**config.mk**
```make
export PLATFORM = sky130hd
export DESIGN_NAME = legacy_disp_regs
export DESIGN_NICKNAME = d
export VERILOG_FILES = /design/src/rtl/ldr_pkg.sv /design/src/rtl/ldr_decode.sv /design/src/rtl/ldr_crtc_array.sv /design/src/rtl/legacy_disp_regs.sv
export SDC_FILE = /design/constraint.sdc
export NUM_CORES = 1
export LEC_CHECK = 0
export ABC_AREA = 1
export ABC_CLOCK_PERIOD_IN_PS = 2600
export BUFFER_PORTS_ARGS = -buffer_cell sky130_fd_sc_hd__buf_2
export CORE_ASPECT_RATIO = 2
export CORE_MARGIN = 2
export CORE_UTILIZATION = 60
export DETAILED_ROUTE_END_ITERATION = 8
export GPL_ROUTABILITY_DRIVEN = 0
export PLACE_DENSITY = 0.78
export SLEW_MARGIN = 20
export SYNTH_ARGS = -nofsm -noshare
export SYNTH_HDL_FRONTEND = slang
export SYNTH_SLANG_ARGS = --single-unit
```
**constraint.sdc**
```tcl
create_clock -name clk -period 2.6 [get_ports clk]
set_input_delay 0.52 -clock clk [delete_from_list [all_inputs] [get_ports clk]]
set_output_delay 0.52 -clock clk [all_outputs]
set_load 0.05 [all_outputs]
```
**src/rtl/ldr_pkg.sv**
```systemverilog
package ldr_pkg;
  localparam int ADDR_W = 16;
  localparam int DATA_W = 8;
  localparam int IDX_W  = 5;
  localparam int MODE_W = 7;
  localparam int OFF_W  = 4;
  localparam logic [11:0] MONO_PAGE  = 12'h03B;
  localparam logic [11:0] COLOR_PAGE = 12'h03D;

  typedef enum logic [2:0] {
    ACC_NONE,
    ACC_INDEX,
    ACC_DATA,
    ACC_MODE,
    ACC_STATUS,
    ACC_PEN_CLR,
    ACC_PEN_SET,
    ACC_FILL
  } acc_e;
endpackage

```
**src/rtl/ldr_decode.sv**
```systemverilog
module ldr_decode
  import ldr_pkg::*;
#(
  parameter int AW = ADDR_W,
  parameter int OW = OFF_W
) (
  input  logic [AW-1:0] addr,
  input  logic          enable,
  input  logic          color,
  output acc_e          kind
);
  localparam int PW = AW - OW;
  localparam logic [PW-1:0] MONO_P  = PW'(MONO_PAGE);
  localparam logic [PW-1:0] COLOR_P = PW'(COLOR_PAGE);

  logic          hit;
  logic [OW-1:0] off;

  always_comb begin
    off = addr[OW-1:0];
    hit = enable && (addr[AW-1:OW] == (color ? COLOR_P : MONO_P));
    kind = ACC_NONE;
    if (hit) begin
      if (!off[3]) begin
        kind = off[0] ? ACC_DATA : ACC_INDEX;
      end else begin
        case (off[2:0])
          3'd0:    kind = ACC_MODE;
          3'd2:    kind = ACC_STATUS;
          3'd3:    kind = color ? ACC_PEN_CLR : ACC_FILL;
          3'd4:    kind = color ? ACC_PEN_SET : ACC_FILL;
          default: kind = ACC_FILL;
        endcase
      end
    end
  end
endmodule

```
**src/rtl/ldr_crtc_array.sv**
```systemverilog
module ldr_crtc_array #(
  parameter int DEPTH = 32,
  parameter int WIDTH = 8
) (
  input  logic                     clk,
  input  logic                     rst_n,
  input  logic                     clear,
  input  logic                     we,
  input  logic [$clog2(DEPTH)-1:0] addr,
  input  logic [WIDTH-1:0]         wdata,
  output logic [WIDTH-1:0]         rdata
);
  localparam int AW = $clog2(DEPTH);

  logic [WIDTH-1:0] mem_q [DEPTH];

  for (genvar e = 0; e < DEPTH; e++) begin : g_entry
    logic             en;
    logic [WIDTH-1:0] d;

    always_comb begin
      en = clear || (we && (addr == AW'(e)));
      d  = clear ? '0 : wdata;
    end

    always_ff @(posedge clk or negedge rst_n) begin
      if (!rst_n)  mem_q[e] <= '0;
      else if (en) mem_q[e] <= d;
    end
  end

  assign rdata = mem_q[addr];
endmodule

```
**src/rtl/legacy_disp_regs.sv**
```systemverilog
module legacy_disp_regs
  import ldr_pkg::*;
(
  input  logic              clk,
  input  logic              rst_n,
  input  logic [ADDR_W-1:0] io_addr,
  input  logic [DATA_W-1:0] io_wdata,
  input  logic              io_rd,
  input  logic              io_wr,
  input  logic              cfg_enable,
  input  logic              cfg_color,
  input  logic              vsync,
  input  logic              row_active,
  output logic [DATA_W-1:0] io_rdata
);
  localparam int DEPTH = 1 << IDX_W;

  acc_e              kind;
  logic              clear;
  logic [IDX_W-1:0]  idx_q,   idx_d;
  logic [MODE_W-1:0] mode_q,  mode_d;
  logic              pen_q,   pen_d;
  logic [DATA_W-1:0] rdata_q, rdata_d;
  logic [DATA_W-1:0] arr_rd;
  logic              arr_we;

  ldr_decode #(.AW(ADDR_W), .OW(OFF_W)) i_dec (
    .addr   (io_addr),
    .enable (cfg_enable),
    .color  (cfg_color),
    .kind   (kind)
  );

  ldr_crtc_array #(.DEPTH(DEPTH), .WIDTH(DATA_W)) i_arr (
    .clk   (clk),
    .rst_n (rst_n),
    .clear (clear),
    .we    (arr_we),
    .addr  (idx_q),
    .wdata (io_wdata),
    .rdata (arr_rd)
  );

  // next-state logic
  always_comb begin
    clear  = !cfg_enable;
    arr_we = io_wr && (kind == ACC_DATA);

    idx_d = idx_q;
    if (clear)                           idx_d = '0;
    else if (io_wr && kind == ACC_INDEX) idx_d = io_wdata[IDX_W-1:0];

    mode_d = mode_q;
    if (clear)                          mode_d = '0;
    else if (io_wr && kind == ACC_MODE) mode_d = io_wdata[MODE_W-1:0];

    pen_d = pen_q;
    if (clear)                                    pen_d = 1'b0;
    else if ((io_rd || io_wr) && kind == ACC_PEN_CLR) pen_d = 1'b0;
    else if ((io_rd || io_wr) && kind == ACC_PEN_SET) pen_d = 1'b1;

    rdata_d = '0;
    if (io_rd) begin
      case (kind)
        ACC_INDEX:  rdata_d = DATA_W'(idx_q);
        ACC_DATA:   rdata_d = arr_rd;
        ACC_MODE:   rdata_d = DATA_W'(mode_q);
        ACC_STATUS: rdata_d = {4'b0000, ~vsync, cfg_color, pen_q & cfg_color, row_active};
        default:    rdata_d = '1;
      endcase
    end
  end

  // registers
  always_ff @(posedge clk or negedge rst_n) begin
    if (!rst_n) begin
      idx_q   <= '0;
      mode_q  <= '0;
      pen_q   <= 1'b0;
      rdata_q <= '0;
    end else begin
      idx_q   <= idx_d;
      mode_q  <= mode_d;
      pen_q   <= pen_d;
      rdata_q <= rdata_d;
    end
  end

  assign io_rdata = rdata_q;
endmodule

```
# == Word level (Yosys, flattened, before mapping) ==
# Index checks and enable logic that the tools add are counted.
# totals
register_bits,277
input_bits,32
out_inout_bits,8
word_cells,178
# classes
magnitude_cmp,1
eq_ne,44
n_mux,20
bitwise_logic,3
n_reduce_logical,74
# op_table
op,n
== test 5 bit (second input constant),16
binary-select mux 8 bit (select 5 bit),1
== test 5 x 4 -> 1 bit (second input constant),8
logical AND 1 bit,38
logical OR 1 bit,33
2-to-1 mux 8 bit,4
case mux 8 bit (4 select lines),1
== test 5 x 3 -> 1 bit (second input constant),4
2-to-1 mux 7 bit,2
== test 12 bit,1
== test 3 x 2 -> 1 bit (second input constant),4
== test 3 bit (second input constant),4
case mux 3 bit (4 select lines),1
== test 5 x 2 -> 1 bit (second input constant),2
2-to-1 mux 5 bit,2
2-to-1 mux 3 bit,3
>= comparator 6 bit (second input constant),1
inverter 5 -> 6 bit,1
== test 5 x 1 -> 1 bit (second input constant),1
zero test 5 bit,1
2-to-1 mux 1 bit,4
2-to-1 mux 2 bit,2
inequality test 2 x 1 -> 1 bit (second input constant),2
== test 3 x 1 -> 1 bit (second input constant),1
other kinds (5),5

# == Logic depth before layout (Yosys ltp) ==
# logic_depth
depth_word,9
ltp_mapped,14
depth_no_buf,13

# == Hierarchy ==
# A second synthesis with hierarchy kept.
# unflattened
cells_unflattened,1871
hier_area_um2,13817.0
# by_module_without_submodules
mod,instances,cells_each,area_per_inst_um2,seq_area_each_um2
ldr_crtc_array,1,1700,12538.3,6406.1
legacy_disp_regs,1,134,1102.3,525.5
ldr_decode,1,37,176.4,0.0

# == Least setup slack after synthesis ==
# OpenSTA, ideal clock, no wires.
# synth_timing
path_kind,input-to-reg
startpoint,in cfg_enable
endpoint,reg i_arr.mem_q[37] in the netlist's numbering
setup_ns,0.128
arrival_time_ns,1.843
required_time_ns,2.472
setup_slack_ns,0.628
path_stages,14
path_buffers,3
cell_sequence,buf_4 > nand2_2 > inv_2 > nand2_2 > nor2_4 > nand4_4 > nor2_4 > nand2_2 > nor2_8 > buf_8 > nand2_2 > buf_6 > nand3_2 > o21ai_2
# synth_between
elab_chain_len,6
word_cells_on_any_way,8
classes_between,1 x eq/ne; 2 x mux; 5 x reduce/logical
# synth_lines
item,line_no,rtl
from (decl),legacy_disp_regs.sv:10,"input logic cfg_enable,"
logical AND 1 bit,ldr_decode.sv:21,hit = enable && (addr[AW-1:OW] == (color ? COLOR_P : MONO_P));
2-to-1 mux 3 bit,ldr_decode.sv:23,if (hit) begin
== test 3 x 2 -> 1 bit,legacy_disp_regs.sv:47,arr_we = io_wr && (kind == ACC_DATA);
logical AND 1 bit,legacy_disp_regs.sv:47,
logical AND 1 bit,ldr_crtc_array.sv:22,en = clear || (we && (addr == AW'(e)));
logical OR 1 bit,ldr_crtc_array.sv:22,
"to (signal, indexed assignment)",ldr_crtc_array.sv:27,if (!rst_n) mem_q[e] <= '0;
"to (signal, indexed assignment)",ldr_crtc_array.sv:28,else if (en) mem_q[e] <= d;
to (decl),ldr_crtc_array.sv:15,logic [WIDTH-1:0] mem_q [DEPTH];
# Several ways; a longest one is shown, not always the timed one.
# A chain may end at the register's enable or synchronous reset.

# == Final worst setup path ==
# layout_timing
startpoint,reg idx_q[0]
endpoint,reg rdata_q[1] (netlist: io_rdata[1])
# layout_between
elab_chain_len,6
# layout_lines
item,line_no,rtl
from (decl),legacy_disp_regs.sv:20,"logic [IDX_W-1:0] idx_q, idx_d;"
from (signal assigned),legacy_disp_regs.sv:82,idx_q <= idx_d;
inverter 5 -> 6 bit (not written as such),ldr_crtc_array.sv:32,assign rdata = mem_q[addr];
binary-select mux 8 bit (select 5 bit),ldr_crtc_array.sv:32,
2-to-1 mux 8 bit (not written as such) (2 in a row),ldr_crtc_array.sv:32,
case mux 8 bit (4 select lines),legacy_disp_regs.sv:64,case (kind)
2-to-1 mux 8 bit,legacy_disp_regs.sv:63,if (io_rd) begin
net rdata_d[1],legacy_disp_regs.sv:23,"logic [DATA_W-1:0] rdata_q, rdata_d;"
to (signal assigned),legacy_disp_regs.sv:85,rdata_q <= rdata_d;
to (decl),legacy_disp_regs.sv:23,
# The timed path passes the listed nets, and every way through them passes these cells. The select of a mux whose other input is x is not followed.

==> impl_metrics.yaml <==
sta:
  fin_crit_sh_pct: 90.94
  rsz0062_at_grt: "false"
  clock.fmax_mhz: 422.9
  finalHoldViolations: 23
  finalMaxSlewViolations: 0
  setup_viol: 0
  setup_slack_ns: 0.2356
  slew_headroom_pct: 35.76
  tightest_slew_ns: 0.9576
  clock_skew_ns: 0.01001
  final.setup.tns_ns: 0
  layout_min_cycle_time_ns: 2.364
  whs_ns: -0.01108
detailed_routing:
  avgViaCountPerCell: 6.045
  vias: 12635
  wirelength_mm: 41.12
  dr.first_iter.drc_count: 1521
  wl_per_cell_um: 19.68
  wl_met2_mm: 19.54
  met1_length_mm: 15.11
  drtAntennaViolNets: 0
  route.met3.wl_mm: 3.683
  dr.pass1.iters: 8
  drc: 0
  top_layer_used: "met4"
die:
  core-area_um2: 22450
  rows: 78
  ios: 40
  die_h_um: 216.9
  die-area_um2: 23960
  chipWidth_um: 110.5
  start_util_pct: 60.58
logic_synthesis:
  synth_edf_count: 0
  yosysWarningCount: 0
  synth_top_area_cell: "dfrtp_1"
  synth_top_cells_by_area: "dfrtp_1, nand2_1, o21ai_0"
  ys_top_cells_by_count: "nand2_1, dfrtp_1, o21ai_0, inv_1, nor2_1"
  ys_types: 31
  syn-mean-instance-area_um2: 7.744
  synth-main-ff-cell: "dfrtp_1"
  netlist_instances: 1756
  synth_top_area_share_pct: 50.98
  ys_seq_elements: 277
  synth_area_um2: 13600
  yosys.cell_count.top_type: "nand2_1"
  syn-num-nets: 1788
  async_flop_share_pct: 100.0
  synth_seq_area_share_pct: 50.98
clock_tree:
  insertion_delay_ns: 0.52
  cts.sinks: 277
  cts.hold.buffers_added: 0
  clk_pin_slew_ns: 0.07
  clockBufferDepth: 3
  post_cts_resized: 0
  cts_setup_buffers: 0
  clockRootBuffer: "clkbuf_16"
  h-tree-depth: 1
  cts_made_buffers: 25
  cts_tree: "done"
grt:
  grt_pass1_wl_mm: 65.68
  track_usage_pct: 34.27
  grt-ovfl-total: 0
  grt_max_degree: 130
  grt_pass1_vias: 12571
  antenna_found_initial: 0
placed_design:
  port_buffers: 39
  dp_slack_ns: 0.06627
  dp_hpwl_mm: 27.26
setup_path:
  worst-path-max-fanout: 15
  startpoint_type: "register"
  endpoint_kind: "register"
  worstPathArrival_ns: 2.81
  worstPathRequired_ns: 3.05
  critPathKind: "reg2reg"
pwr:
  ir_drop_mv: 0.6601
  p_leak_nw: 7.291
  powerDensity_nw_per_um2: 599.8
outcome:
  outcome: "finished with violations"
  violations: "hold timing"
layout:
  nNetsFinal: 1826
  drive_above_1_share_pct: 11.16
  syn_to_final_growth_pct: 10.96
  antenna-diode-count: 0
run:
  timing.max_cap.violations: 0
min_path:
  min_path_type: "in2async"
==> through the flow <==
step | instance area (µm²) | power (W) | std cells | util [%] | hold slack (ns)
3_3_place_gp | 14330 | 0.005540 | 2047 | 63.83 | 0.4725
2_1_floorplan | 13600 | 0.005036 | 1756 | - | 0.2244
3_5_place_dp | 14330 | 0.005556 | 2047 | 63.83 | 0.4738
5_1_grt | 15090 | 0.009311 | 2090 | 67.22 | 0.03115
4_1_cts | 15090 | 0.009037 | 2090 | 67.22 | 0.006307
6_report | 15090 | 0.009050 | 2090 | 67.22 | -0.01108
==> final cells by class <==
type / count / area [µm²]
clock buffer: 41 / 745.7
multi-input combinational: 1174 / 5431
tap: 280 / 350.3
timing repair buffer: 97 / 793.3
inverter: 219 / 822.0
fill: 1845 / 7358
sequential: 277 / 6932
clock inverter: 2 / 13.76
==> where the power goes <==
group / total, W / leakage [nW] / internal [W] / switching, W
Sequential: 0.00435 / 3.84 / 0.00433 / 0.0000163
Combinational: 0.00117 / 3.08 / 0.000314 / 0.000857
Clock: 0.00353 / 0.371 / 0.00195 / 0.00159
==> critical path, stage by stage, from the launching register on <==
cell,delay (ns)
dfrtp_1,0.57
inv_1,0.20
nand2_1,0.29
buf_4,0.31
nor2_1,0.08
nor2_1,0.11
nand2_1,0.07
nand2_1,0.06
nand2_1,0.08
o21ai_0,0.15
nand3_1,0.15
nand2_1,0.11
nor2_1,0.04
nor2_1,0.07
==> state kept, by name, summed over array words and instances, names as in the netlist <==
register / count
i_arr.mem_q: 256
idx_q: 5
pen_q: 1
mode_q: 7
io_rdata: 8
==> path summary, 6_finish.rpt <==
check | endpoint | cells after the start | start | slack, ns
worst max-delay path | io_rdata[1]$_DFF_PN0_ | 13 | idx_q[0]$_DFFE_PN0P_ | 0.24
worst min-delay path | i_arr.mem_q[80]$_DFFE_PN0P_ | 1 | rst_n | -0.01
worst max register to register | io_rdata[1]$_DFF_PN0_ | 13 | idx_q[0]$_DFFE_PN0P_ | 0.24
worst min register to register | mode_q[4]$_DFFE_PN0P_ | 2 | mode_q[4]$_DFFE_PN0P_ | 0.49
max in group asynchronous | mode_q[1]$_DFFE_PN0P_ | 2 | rst_n | 1.83
min in group clk | io_rdata[1]$_DFF_PN0_ | 3 | io_rd | 0.38
==> layout by cell type (no fill, tap or decap), types with 6 or more instances in the layout <==
master     netlist  layout
nand2_1        453     452
dfrtp_1        277     277
o21ai_0        238     238
inv_1          191     191
nor2_1         125     124
nand3_1        114     114
a21oi_1         66      66
buf_4            3      47
o21ai_1         38      38
buf_2           15      37
nor3_1          32      32
nand2_2         24      25
clkbuf_16        0      25
a22oi_1         22      22
inv_2           21      21
o22ai_1         20      20
nand4_1         15      15
buf_12           0      12
clkbuf_1        49      10
o21ai_2          7       7
clkinv_1         7       7
clkbuf_8         0       6
==> metal layers <==
layer	vias up	GRT usage [%]
met4	0	20.38
li1	5719	-
met1	6005	43.48
met2	727	55.58
met3	184	5.514
met5	-	0
==> logic make-up (layout without fill, tap and decap cells) <==
| kind of cell | after synthesis | after routing | share of synthesized area (%) |
|---|---|---|---|
| AO/OA/AOI/OAI | 392 | 392 | 15.23 |
| AND/OR/NAND/NOR | 782 | 782 | 24.60 |
| flip-flops | 277 | 277 | 50.98 |
| buffers and inverters | 305 | 359 | 9.192 |
Note: power is estimated with default switching activity, not from simulation.
